**config.mk**
```make
export PLATFORM = sky130hd
export DESIGN_NAME = clk_offset_gen
export DESIGN_NICKNAME = d
export VERILOG_FILES = /design/src/rtl/clk_offset_gen.sv
export SDC_FILE = /design/constraint.sdc
export NUM_CORES = 1
export LEC_CHECK = 0
export ABC_AREA = 1
export BUFFER_PORTS_ARGS = -buffer_cell sky130_fd_sc_hd__buf_2
export CAP_MARGIN = 20
export CORE_ASPECT_RATIO = 1.1
export CORE_UTILIZATION = 39
export DETAILED_ROUTE_END_ITERATION = 8
export PLACE_DENSITY = 0.57
export SETUP_SLACK_MARGIN = 0.5
export SLEW_MARGIN = 20
export SYNTH_ARGS = -nofsm -noshare
export SYNTH_HDL_FRONTEND = slang
export SYNTH_SLANG_ARGS = --single-unit
```
**constraint.sdc**
```tcl
create_clock -name clk -period 3.8 [get_ports clk]
set_clock_uncertainty 0.15 [all_clocks]
set_input_delay 0.57 -clock clk [delete_from_list [all_inputs] [get_ports clk]]
set_output_delay 0.57 -clock clk [all_outputs]
set_load 0.02 [all_outputs]
```
**src/rtl/clk_offset_gen.sv**
```systemverilog
`timescale 1ns/1ps
module clk_offset_gen #(
  parameter int PW = 8,
  parameter int CW = 7
) (
  input  logic          clk,
  input  logic          rst_n,
  input  logic          en_i,
  input  logic [PW-1:0] period_i,
  input  logic [CW-1:0] fduty_i,
  input  logic [CW-1:0] tduty_i,
  input  logic [CW-1:0] offset_i,
  output logic          fclk,
  output logic          tclk,
  output logic          cyc_start
);

  function automatic logic [CW-1:0] fit(input logic [CW-1:0] c, input logic [PW-1:0] p,
                                        input logic zero_ok);
    logic [PW-1:0] ce;
    ce = PW'(c);
    if (!zero_ok && c == '0) return CW'(1);
    if (ce >= p) return CW'(p - PW'(1));
    return c;
  endfunction

  logic          run, sh_en, wrap;
  logic [PW-1:0] phase, sh_p, p_n;
  logic [CW-1:0] sh_fd, sh_td, sh_o, tcnt;

  assign p_n  = (period_i < PW'(2)) ? PW'(2) : period_i;
  assign wrap = !run || (phase == sh_p - PW'(1));

  always_ff @(posedge clk or negedge rst_n) begin
    if (!rst_n) begin
      run   <= 1'b0;
      phase <= '0;
      sh_p  <= PW'(2);
      sh_fd <= CW'(1);
      sh_td <= CW'(1);
      sh_o  <= '0;
      sh_en <= 1'b0;
    end else if (wrap) begin
      run   <= 1'b1;
      phase <= '0;
      sh_p  <= p_n;
      sh_fd <= fit(fduty_i, p_n, 1'b0);
      sh_td <= fit(tduty_i, p_n, 1'b0);
      sh_o  <= fit(offset_i, p_n, 1'b1);
      sh_en <= en_i;
    end else begin
      phase <= phase + PW'(1);
    end
  end

  logic tset;
  assign tset = run && (phase == PW'(sh_o));

  always_ff @(posedge clk or negedge rst_n) begin
    if (!rst_n)              tcnt <= '0;
    else if (!sh_en)         tcnt <= '0;
    else if (tset)           tcnt <= sh_td - CW'(1);
    else if (tcnt != '0)     tcnt <= tcnt - CW'(1);
  end

  assign fclk      = run && (phase < PW'(sh_fd));
  assign tclk      = !sh_en || tset || (tcnt != '0);
  assign cyc_start = run && (phase == '0);


  cyc_high_chk: assert property (@(posedge clk) disable iff (!rst_n) cyc_start |-> fclk);

  rise_strobe_chk: assert property (@(posedge clk) disable iff (!rst_n) $rose(fclk) |-> cyc_start);

  tclk_idle_chk: assert property (@(posedge clk) disable iff (!rst_n) !sh_en |-> tclk);

  hold_codes_chk: assert property (@(posedge clk) disable iff (!rst_n)
    !wrap |=> ($stable(sh_p) && $stable(sh_fd) && $stable(sh_td) && $stable(sh_o) && $stable(sh_en)));

  last_low_chk: assert property (@(posedge clk) disable iff (!rst_n)
    (run && phase == sh_p - PW'(1)) |-> !fclk);

  phase_range_chk: assert property (@(posedge clk) disable iff (!rst_n) run |-> phase < sh_p);

endmodule

```
Word-level counts from Yosys, hierarchy flattened:

Cells that the tools add are included.

* output and inout port bits: 3
* input port bits: 32
* bits in registers: 46
* logic and storage cells: 60

* muxes and demuxes: 27
* equal/unequal tests: 3
* $lt $le $gt $ge: 5
* $add $sub $neg: 5
* reductions and logical operators: 12

Operators by type and width (count)
* $mux W7: 13
* $ge A7 B8 Y1: 3
* $sub A7 B1 Y7 const B: 3
* $mux W8: 2
* $logic_not A7 Y1: 2
* $mux W1: 12
* $add A8 B1 Y8 const B: 1
* $eq A8 B7 Y1: 1
* $eq A8 B8 Y1: 1
* $logic_not A8 Y1: 1
* $lt A8 B2 Y1 const B: 1
* $lt A8 B7 Y1: 1
* $sub A8 B1 Y8 const B: 1
* $reduce_bool A7 Y1: 1
* $logic_and A1 B1 Y1: 3
* $logic_or A1 B1 Y1: 3
* $ne A3 B1 Y1 const B: 1
* $logic_not A1 Y1: 2

Depth between registers and ports, before layout:

* depth in word-level cells: 8
* mapped depth: 20
* depth with buffers taken out: 20

Worst setup path after synthesis:

Ideal clock, no wire load.

* kind: input to register
* from: in period_i[2]
* to: reg sh_o[1]
* arrival: 2.279 ns
* setup time: 0.130 ns
* slack: 1.241 ns
* stages on the path: 13
* buffers on the path: 1
* path through: inv_1 > nand2_1 > o21bai_2 > inv_1 > ha_1 > a21oi_1 > o21ai_0 > nand2_1 > nand3_1 > clkbuf_1 > nand2_1 > o211ai_1 > o21ai_0

* longest elaborated chain between the ends: 6

RTL lines
* start: declaration: line 9 `input logic [PW-1:0] period_i,`
* $lt A8 B2 Y1: line 31 `assign p_n = (period_i < PW'(2)) ? PW'(2) : period_i;`
* $mux W8 (*): line 31
* $ge A7 B8 Y1: line 23 `if (ce >= p) return CW'(p - PW'(1));`
* $mux W1: line 23
* $mux W1: line 43 `end else if (wrap) begin`
* $mux W7 (*): line 24 `return c;`
* end signal: assignment: line 49 `sh_o <= fit(offset_i, p_n, 1'b1);`
* end: declaration: line 29 `logic [CW-1:0] sh_fd, sh_td, sh_o, tcnt;`

Every way passes the cells marked *; elsewhere a longest branch is shown, timed or not. The select of a mux whose other input is x is not followed.
A chain may end at the register's enable or synchronous reset.

Final worst setup path:

* from: reg sh_p[1]
* to: reg sh_o[2]

* longest elaborated chain between the ends: 3

RTL lines
* start: declaration: line 28 `logic [PW-1:0] phase, sh_p, p_n;`
* start signal: assignment: line 46 `sh_p <= p_n;`
* $sub A8 B1 Y8: line 32 `assign wrap = !run || (phase == sh_p - PW'(1));`
* $eq A8 B8 Y1: line 32
* $logic_or A1 B1 Y1: line 32

No other way between the ends.

==> out/metrics.yaml <==
maxSlewViolCount: 0
dp.cells: 610
cpPeakStageDelay_ns: 0.52
syn2layout_area_growth_pct: 10.9
ctsResizeCount: 0
synth_seq_cells: 46
synth-warning-count: 0
yosys.area_share.simple_pct: 29.6
rows: 35
status: "complete, no violations"
drt-total-wl_mm: 8.29
power_leakage_nw: 2.06
yosysTopAreaCell: "dfrtp_1"
vias: 3022
synthMuxAreaShare_pct: 0.294
fillers: 910
hp-class: "input port to asynchronous set/reset pin"
swShare_pct: 37.3
grt_usage_pct: 19.6
dieHeight_um: 100
dieWidth_um: 91.1
end_kind: "flop"
ir_worst_vdd_mv: 0.171
diodes: 0
grt-ovfl-total: 0
synth_compound_area_share_pct: 10.1
dieArea_um2: 9120
grt_pass1_vias: 2875
period_needed_ns: 2.69
synth_top_family_by_area: "simple AND/OR/NAND/NOR gates"
setup_tns_ns: 0
most-common-layout-cells: "nand2_1, inv_1, dfrtp_1"
syn_inst: 472
max_cap_viol_count: 0
yosysSeqAreaShare_pct: 33.9
slew-limit-headroom_pct: 59.8
avgViaCountPerCell: 4.89
clk_pin_slew_ns: 0.09
drt_drc_violations_left: 0
power.density_nw_per_um2: 385
final_cells: 618
worstPathArrival_ns: 2.77
ioPinCount: 35
synth-xor-area-share_pct: 5.14
holdBufCountCts: 0
drt_iter0_markers: 107
cts_tree: "built"
netlist-cell-type-count: 37
initial_core_util_pct: 40.5
h-tree-depth: 2
nNetsFinal: 567
drive_gt1_share_pct: 12.4
antenna_found_initial: 0
timing.final.crit_share_pct: 70.8
cts-root-buf: "clkbuf_8"
synth_nets: 533
tightest_slew_ns: 0.603
fmax_ghz: 0.372
coreArea_um2: 8410
cpMaxStageDelayCell: "dfstp_2"
seqPwrFrac_pct: 42.0
syn-cell-area_um2: 3410
p_int_w: 0.000910
clkPwrFrac_pct: 21.9
synth_edf_count: 0
yosysTopAreaCellShare_pct: 31.6
p_comb_share_pct: 36.1
worstSetupPathType: "flop to flop"
dr.pass1.iters: 4
gp_congestion: 0.892
clock_sinks: 46
cts.path.max_buffers: 2
post_cts_buffers: 0
worst_ep_required_time_ns: 3.88
crit_fanout: 37
setup_violations: 0
clock_latency_ns: 0.30
wl_per_cell_um: 13.4
p_switching_w: 0.000543
synth_fa_ha_area_share_pct: 10.6
cts_made_buffers: 5
io_buffers: 34
hpwl_mm: 6.53
post_synth.cell_area_avg_um2: 7.22
setup.worst_path.start_class: "flop"
hold_violations: 0
postRouteAntennaNets: 0
grt_first_pass_wirelength_mm: 14.1
synth_area_leaders: "dfrtp_1, nand2_1, ha_1"
rsz0062_at_grt: "no"
async_flop_share_pct: 100
final_common_cell: "nand2_1"
crit_chain: "inv_1 -> ha_1 -> xnor2_1 -> nor2_1 -> nor3_1 -> nand2_1 -> nor2_1 -> nand3_2 -> nand2_1 -> buf_4 -> o211ai_1 -> o21ai_0"
ff2ff_path_depth: 12
synth_ff_type: "dfrtp_1"
grt_start_max_net_pins: 47
[per-stage QoR]
step / worst slack (ns) / instance area, µm² / power (W) / util (%) / hold slack (ns)
after detailed placement: 0.799 / 3680 / 0.00114 / 43.8 / 0.327
after floorplan: 1.24 / 3410 / 0.00101 / - / 0.124
after CTS: 1.11 / 3780 / 0.00146 / 44.9 / 0.325
after global placement: 0.894 / 3680 / 0.00114 / 43.8 / 0.321
after global routing: 0.857 / 3780 / 0.00157 / 44.9 / 0.170
final: 1.11 / 3780 / 0.00145 / 44.9 / 0.123
[cell usage after synthesis (2+ instances only)]
library cell  instances
dfrtp_1              43
nor3_4                2
nand4_1               5
nor3_1                7
dfstp_2               3
nor2_1               36
ha_1                 29
buf_2                 5
a21oi_2               2
nor2_4                2
o211ai_1              5
o21ai_0              24
o21ai_1               6
clkbuf_1              3
nor4_1                5
a31oi_1               2
a21oi_1              18
xor2_1               13
nand3_1              41
nand2_2               3
xnor2_1               7
or2_2                 2
inv_1                80
nand2_1             116
[metal layers]
metal	wire length [µm]	track usage (%)
met5	0	0
met2	3770	33.0
met3	294	2.20
met4	106	5.49
met1	4120	26.7
[worst paths after layout]
check	start	to	slack, ns
hold / removal	rst_n	sh_p[4]$_DFFE_PN0N_	0.12
setup / recovery	sh_p[1]$_DFFE_PN1N_	sh_o[2]$_DFFE_PN0N_	1.11
max in group asynchronous	rst_n	sh_td[6]$_DFFE_PN0N_	2.98
setup reg to reg	sh_p[1]$_DFFE_PN1N_	sh_o[2]$_DFFE_PN0N_	1.11
min in group clk	en_i	sh_en$_DFFE_PN0N_	0.33
hold reg to reg	sh_td[5]$_DFFE_PN0N_	sh_td[5]$_DFFE_PN0N_	0.35
[state kept, by name, indices dropped and copies added, names as in the netlist]
| register | flops |
|---|---|
| phase | 8 |
| sh_p | 8 |
| sh_fd | 7 |
| sh_o | 7 |
| sh_td | 7 |
| tcnt | 7 |
| run | 1 |
| sh_en | 1 |
[power by group through the flow]
| stage | Clock [W] | Sequential (W) | Combinational [W] |
|---|---|---|---|
| after global placement | 0 | 0.000618 | 0.000519 |
| final | 0.000318 | 0.000610 | 0.000525 |
| after detailed placement | 0 | 0.000621 | 0.000524 |
| after CTS | 0.000325 | 0.000611 | 0.000527 |
| after global routing | 0.000339 | 0.000621 | 0.000609 |
| after floorplan | 0 | 0.000606 | 0.000401 |
[layout make-up]
class                      count  area [µm²]  share of cell area [%]
clock inverter                 1        5.00                   0.132
multi-input combinational    336        1900                    50.3
timing repair buffer          36         188                    4.97
clock buffer                   7        86.3                    2.28
inverter                      81         304                    8.05
tap                          111         139                    3.68
sequential                    46        1150                    30.6
[worst max-delay path: cells and delay by family, from the launching register on]
kind	cells	cell delay (ns)
simple gates	6	0.77
buf+inv	2	0.44
compound gates	2	0.25
fa+ha+maj	1	0.20
flops	1	0.52
xor+xnor	1	0.26
[logic make-up (layout without fill, tap and decap cells)]
group	after synthesis	count (layout)
fa+ha+maj	29	29
flops	46	46
xor+xnor	20	20
other cells	1	1
buf+inv	90	125
mux	1	1
compound gates	61	61
simple gates	224	224
No activity file was read; power rests on OpenSTA's default activity.
